### config.mk
export PLATFORM = sky130hd
export DESIGN_NAME = runseq_ctrl
export DESIGN_NICKNAME = d
export VERILOG_FILES = /design/src/rtl/runseq_pkg.sv /design/src/rtl/runseq_pulse.sv /design/src/rtl/runseq_timer.sv /design/src/rtl/runseq_fsm.sv /design/src/rtl/runseq_ctrl.sv
export SDC_FILE = /design/constraint.sdc
export NUM_CORES = 1
export LEC_CHECK = 0
export ABC_AREA = 1
export BUFFER_PORTS_ARGS = -buffer_cell sky130_fd_sc_hd__buf_2
export CAP_MARGIN = 15
export CORE_MARGIN = 10
export CORE_UTILIZATION = 43
export DETAILED_ROUTE_END_ITERATION = 10
export HOLD_SLACK_MARGIN = 0.12
export PLACE_DENSITY_LB_ADDON = 0.08
export SLEW_MARGIN = 5
export SYNTH_ARGS = -nofsm -noshare
export SYNTH_HDL_FRONTEND = slang
export SYNTH_SLANG_ARGS = --single-unit
### constraint.sdc
create_clock -name clk -period 1.7 [get_ports clk]
set_clock_uncertainty 0.05 [all_clocks]
set_input_delay 0.255 -clock clk [delete_from_list [all_inputs] [get_ports clk]]
set_output_delay 0.255 -clock clk [all_outputs]
set_load 0.01 [all_outputs]
### src/rtl/runseq_pkg.sv
package runseq_pkg;

    localparam int RS_DW = 8;

    typedef enum logic [2:0] {
        RS_IDLE,
        RS_A_ARM,
        RS_A_DONE,
        RS_B_ARM,
        RS_B_DONE
    } rs_state_e;

    typedef struct packed {
        rs_state_e              st;
        logic                   req;
        logic [RS_DW-1:0]       data;
    } rs_ctrl_s;

endpackage

### src/rtl/runseq_pulse.sv
module runseq_pulse #(
    parameter int PULSE_W = 4
) (
    input  logic clk,
    input  logic rst,
    input  logic req_i,
    output logic pulse_o,
    output logic last_o
);
    localparam int CW = $clog2(PULSE_W + 1);

    logic prev_d, prev_q;
    logic fire;

    always_comb begin
        prev_d = req_i;
    end

    always_ff @(posedge clk) begin
        if (rst) prev_q <= 1'b0;
        else     prev_q <= prev_d;
    end

    generate
        if (PULSE_W == 1) begin : g_single
            logic on_d, on_q;
            assign fire = req_i & ~prev_q & ~on_q;
            always_comb begin
                on_d = fire;
            end
            always_ff @(posedge clk) begin
                if (rst) on_q <= 1'b0;
                else     on_q <= on_d;
            end
            assign pulse_o = on_q;
            assign last_o  = on_q;
        end else begin : g_count
            logic [CW-1:0] cnt_d, cnt_q;
            assign fire = req_i & ~prev_q & (cnt_q == '0);
            always_comb begin
                cnt_d = cnt_q;
                if (fire)
                    cnt_d = CW'(PULSE_W);
                else if (cnt_q != '0)
                    cnt_d = cnt_q - 1'b1;
            end
            always_ff @(posedge clk) begin
                if (rst) cnt_q <= '0;
                else     cnt_q <= cnt_d;
            end
            assign pulse_o = (cnt_q != '0);
            assign last_o  = (cnt_q == CW'(1));
        end
    endgenerate

endmodule

### src/rtl/runseq_timer.sv
module runseq_timer #(
    parameter int LIMIT = 64
) (
    input  logic clk,
    input  logic rst,
    input  logic run_i,
    output logic expire_o
);
    localparam int TW = $clog2(LIMIT + 1);

    logic [TW-1:0] cnt_d, cnt_q;

    always_comb begin
        cnt_d = '0;
        if (run_i)
            cnt_d = (cnt_q == TW'(LIMIT - 1)) ? cnt_q : cnt_q + 1'b1;
    end

    always_ff @(posedge clk) begin
        if (rst) cnt_q <= '0;
        else     cnt_q <= cnt_d;
    end

    assign expire_o = run_i & (cnt_q == TW'(LIMIT - 1));

endmodule

### src/rtl/runseq_fsm.sv
module runseq_fsm
    import runseq_pkg::*;
#(
    parameter logic [RS_DW-1:0] DATA_A = 8'h77,
    parameter logic [RS_DW-1:0] DATA_B = 8'h88
) (
    input  logic             clk,
    input  logic             rst,
    input  logic             go_i,
    input  logic             busy_i,
    input  logic             period_i,
    input  logic             xfer_i,
    input  logic             pulse_last_i,
    input  logic             tmo_i,
    output logic             req_o,
    output logic [RS_DW-1:0] data_o,
    output logic             active_o,
    output logic             arm_o
);
    rs_ctrl_s ctl_d, ctl_q;
    logic     exit_ok;

    // A phase may end only when the worker is quiet and our own strobe is over.
    assign exit_ok = ~busy_i & ~period_i & ~xfer_i & ~ctl_q.req;

    always_comb begin
        ctl_d = ctl_q;
        if (pulse_last_i)
            ctl_d.req = 1'b0;
        unique case (ctl_q.st)
            RS_IDLE: begin
                if (go_i) begin
                    ctl_d.st   = RS_A_ARM;
                    ctl_d.req  = 1'b1;
                    ctl_d.data = DATA_A;
                end
            end
            RS_A_ARM: begin
                if (busy_i) begin
                    ctl_d.st = RS_A_DONE;
                end else if (tmo_i) begin
                    ctl_d.st   = RS_IDLE;
                    ctl_d.req  = 1'b0;
                    ctl_d.data = '0;
                end
            end
            RS_A_DONE: begin
                if (exit_ok) begin
                    ctl_d.st   = RS_B_ARM;
                    ctl_d.req  = 1'b1;
                    ctl_d.data = DATA_B;
                end
            end
            RS_B_ARM: begin
                if (busy_i) begin
                    ctl_d.st = RS_B_DONE;
                end else if (tmo_i) begin
                    ctl_d.st   = RS_IDLE;
                    ctl_d.req  = 1'b0;
                    ctl_d.data = '0;
                end
            end
            RS_B_DONE: begin
                if (exit_ok) begin
                    ctl_d.st   = RS_IDLE;
                    ctl_d.req  = 1'b0;
                    ctl_d.data = '0;
                end
            end
            default: begin
                ctl_d.st   = RS_IDLE;
                ctl_d.req  = 1'b0;
                ctl_d.data = '0;
            end
        endcase
    end

    always_ff @(posedge clk) begin
        if (rst) begin
            ctl_q.st   <= RS_IDLE;
            ctl_q.req  <= 1'b0;
            ctl_q.data <= '0;
        end else begin
            ctl_q <= ctl_d;
        end
    end

    assign req_o    = ctl_q.req;
    assign data_o   = ctl_q.data;
    assign active_o = (ctl_q.st != RS_IDLE);
    assign arm_o    = (ctl_q.st == RS_A_ARM) | (ctl_q.st == RS_B_ARM);

endmodule

### src/rtl/runseq_ctrl.sv
module runseq_ctrl
    import runseq_pkg::*;
#(
    parameter logic [RS_DW-1:0] DATA_A  = 8'h77,
    parameter logic [RS_DW-1:0] DATA_B  = 8'h88,
    parameter int               PULSE_W = 4,
    parameter int               TMO_CYC = 64
) (
    input  logic             clk,
    input  logic             rst,
    input  logic             go_i,
    input  logic             wk_busy_i,
    input  logic             wk_period_i,
    input  logic             wk_xfer_i,
    output logic             launch_o,
    output logic [RS_DW-1:0] data_o,
    output logic             req_o,
    output logic             active_o
);
    logic pulse_last;
    logic tmo;
    logic arm;

    runseq_fsm #(
        .DATA_A (DATA_A),
        .DATA_B (DATA_B)
    ) u_fsm (
        .clk          (clk),
        .rst          (rst),
        .go_i         (go_i),
        .busy_i       (wk_busy_i),
        .period_i     (wk_period_i),
        .xfer_i       (wk_xfer_i),
        .pulse_last_i (pulse_last),
        .tmo_i        (tmo),
        .req_o        (req_o),
        .data_o       (data_o),
        .active_o     (active_o),
        .arm_o        (arm)
    );

    runseq_pulse #(
        .PULSE_W (PULSE_W)
    ) u_pulse (
        .clk     (clk),
        .rst     (rst),
        .req_i   (req_o),
        .pulse_o (launch_o),
        .last_o  (pulse_last)
    );

    runseq_timer #(
        .LIMIT (TMO_CYC)
    ) u_timer (
        .clk      (clk),
        .rst      (rst),
        .run_i    (arm),
        .expire_o (tmo)
    );

endmodule

==> flow_summary.toml <==
[status]
status = "complete, no violations"

[timing]
worstMarginPinSlew_ps = 255
finalWorstPathRequiredPeriod_ps = 1600
final_period_utilization_pct = 94.4
fin_setup_tns_ps = 0
fmax_ghz = 0.623
setup_violations = 0
rsz0062_at_grt = "no"
number_of_pins_with_negative_max_slew_slack_in_the_final_report = 0
postLayoutSetupSlackWorst_ps = 95.7
fin_hold_ws_ps = 195
timing.final.hold_violations = 0
slew_headroom_pct = 82.9

[layout]
finalNetCount = 183
multi_input_area_um2 = 508
n_fill_cell = 269
layout.cells.most_common_list = "sky130_fd_sc_hd__inv_1 (30), sky130_fd_sc_hd__nand2_1 (26), sky130_fd_sc_hd__dfxtp_1 (23), sky130_fd_sc_hd__a21oi_1 (19), sky130_fd_sc_hd__nor2_1 (17)"
layout-drive-gt1-share_pct = 18.6
leading_cell_type_in_the_layout_fill_and_taps_excluded = "sky130_fd_sc_hd__inv_1"
design_area_mm2 = 0.00124
n_antenna_cell = 0
seqCellArea_um2 = 460
synthToLayoutAreaGrowth_pct = 8.88

[critical_path]
worst-setup-path-type = "register to output pin"
cp-start-kind = "register"
worst_path_most_repeated_cell = "sky130_fd_sc_hd__inv_1"
crit_path_cell_trace = "inv_1, ha_1, inv_1, nor2_4, inv_1, buf_2"
critical_path.endpoint_type = "output pin"
worst-path-max-fanout = 6
worst_path_bufs_invs = 4
cpLargestDelayFamily = "buffers and inverters"
crit_path_max_incr_delay_ps = 340
critical_path_top_delay_cell = "sky130_fd_sc_hd__dfxtp_1"
worst-endpoint-required_ps = 1390
worst_ep_arrival_time_ps = 1300

[global_route]
track_usage_pct = 9.01
number_of_antenna_violations_at_the_first_check_in_global_routing = 0
gr-total-overflow = 0
pin_count_of_the_biggest_net_entering_global_routing = 13
global_route_wire_length_before_repair_um = 3950
first_global_vias = 941

[drt]
num_vias = 956
detailedRoute.firstIterationViolations = 39
totalWireLength_um = 2210
ant_nets = 0
route.detailed.wl_per_inst_um = 11.0
via_per_inst = 4.73
drt_first_pass_iters = 4
remaining_drc_errors = 0

[synthesis]
synth-warning-count = 0
ys_seq_area_share_pct = 40.4
syn_inst_count = 159
synth_top_area_share_pct = 40.4
netlist_top_cells_area = "sky130_fd_sc_hd__dfxtp_1 (40%), sky130_fd_sc_hd__inv_1 (9.9%), sky130_fd_sc_hd__nand2_1 (8.6%)"
synth.net_count = 169
syn_area_mm2 = 0.00114
synth-seq-cells = 23
synth_top_area_cell = "sky130_fd_sc_hd__dfxtp_1"
yosysUniqueCellTypes = 21
avgSynthCellArea_um2 = 7.18

[die]
die-height_um = 71.5
die_area_mm2 = 0.00511
core_area_mm2 = 0.00250
starting_density_pct = 45.6
core.rowCount = 18
design.portCount = 17
die-width_um = 71.5

[clock_tree]
htreeDepth = 1
cts-buffers-inserted = 3
clk_pin_slew_ps = 130
clock-sinks = 23
cts_tree = "built"
cts.root.buffer_cell = "sky130_fd_sc_hd__clkbuf_4"
cts_setup_buffers = 0
insertion_delay_ps = 320
cts_max_path_buffers = 2

[place]
port_buffers = 16
detailed_place_hpwl_um = 1690
globalplace.congestion = 0.768
detailed_place.area_mm2 = 0.00120
place_ws_ps = 274

[hold_path]
hp-class = "primary input to register"

[power_and_ir_drop]
pwr_density_cell_mw_per_mm2 = 1230
fin_total_pwr_mw = 1.53
static_leakage_nw = 0.630
vdd_drop_max_mv = 0.715

[job]
maxCapViolCount = 0
## synth_stat cells
| master | count |
|---|---|
| sky130_fd_sc_hd__or2_2 | 1 |
| sky130_fd_sc_hd__nand2_2 | 3 |
| sky130_fd_sc_hd__nor2_4 | 1 |
| sky130_fd_sc_hd__nor2_1 | 18 |
| sky130_fd_sc_hd__inv_1 | 30 |
| sky130_fd_sc_hd__nor3_1 | 2 |
| sky130_fd_sc_hd__xor2_1 | 2 |
| sky130_fd_sc_hd__buf_4 | 8 |
| sky130_fd_sc_hd__nand2_4 | 2 |
| sky130_fd_sc_hd__a21oi_2 | 1 |
| sky130_fd_sc_hd__dfxtp_1 | 23 |
| sky130_fd_sc_hd__o21ai_0 | 7 |
| sky130_fd_sc_hd__a21oi_1 | 19 |
| sky130_fd_sc_hd__inv_2 | 2 |
| sky130_fd_sc_hd__ha_1 | 4 |
| sky130_fd_sc_hd__nor2_2 | 2 |
| sky130_fd_sc_hd__xnor2_1 | 1 |
| sky130_fd_sc_hd__nand3_1 | 5 |
| sky130_fd_sc_hd__a211oi_1 | 1 |
| sky130_fd_sc_hd__a31oi_1 | 1 |
| sky130_fd_sc_hd__nand2_1 | 26 |
## power by group
part | internal, mW | switching, mW | leakage (nW)
Clock | 0.0919 | 0.170 | 0.0150
Sequential | 0.628 | 0.0669 | 0.188
Combinational | 0.224 | 0.348 | 0.427
## final timing paths
kind / start / end / slack (ps) / depth (start not counted)
setup / recovery: u_pulse.g_count.cnt_q[0] / launch_o / 100 / 6
hold / removal: wk_busy_i / u_fsm.ctl_q[11] / 190 / 3
setup reg to reg: u_timer.cnt_q[0] / u_fsm.data_o[6] / 250 / 8
hold reg to reg: u_timer.cnt_q[6] / u_timer.cnt_q[6] / 420 / 2
## sequential cells by signal (all words and copies together) (netlist names)
signal	flops
u_pulse.prev_q	1
u_fsm.ctl_q	3
u_fsm.req_o	1
u_timer.cnt_q	7
u_fsm.data_o	8
u_pulse.g_count.cnt_q	3
## stage by stage
stage                     util (%)  cells
after global routing          49.7    202
after detailed placement      47.9    197
after CTS                     49.5    202
final                         49.7    202
after floorplan                  -    159
after global placement        47.9    197
## logic make-up (layout without fill, tap and decap cells)
kind of cell             after synthesis  after routing  share of synthesized area, %
AO/OA/AOI/OAI                         29             29                          13.4
XOR/XNOR                               3              3                          2.30
adder cells (fa/ha/maj)                4              4                          4.39
buffers and inverters                 40             53                          15.8
flip-flops                            23             23                          40.4
AND/OR/NAND/NOR                       60             60                          23.8
## timing repair
action,CTS,global route
endpoints found under the setup margin,1,1
resized for setup,1,1
hold buffers,1,0
hold endpoints to repair,3,0
## final cells by class
cell class	instances	area share [%]
clock buffer	4	2.11
timing repair buffer	17	7.25
sequential	23	37.1
tap	30	3.02
inverter	32	9.67
multi-input combinational	96	40.9
## routing by layer
metal	up-vias	track usage, %	share of wire, %
li1	506	-	-
met1	415	11.1	49
met4	0	4.30	1.7
met3	6	2.34	6.5
met5	-	0	0
met2	29	14.2	42
## worst min-delay path, cell delays in order
cell	delay, ps
sky130_fd_sc_hd__buf_2	130
sky130_fd_sc_hd__nand3_1	80
sky130_fd_sc_hd__a21oi_1	60
Note: power is estimated with default switching activity, not from simulation.
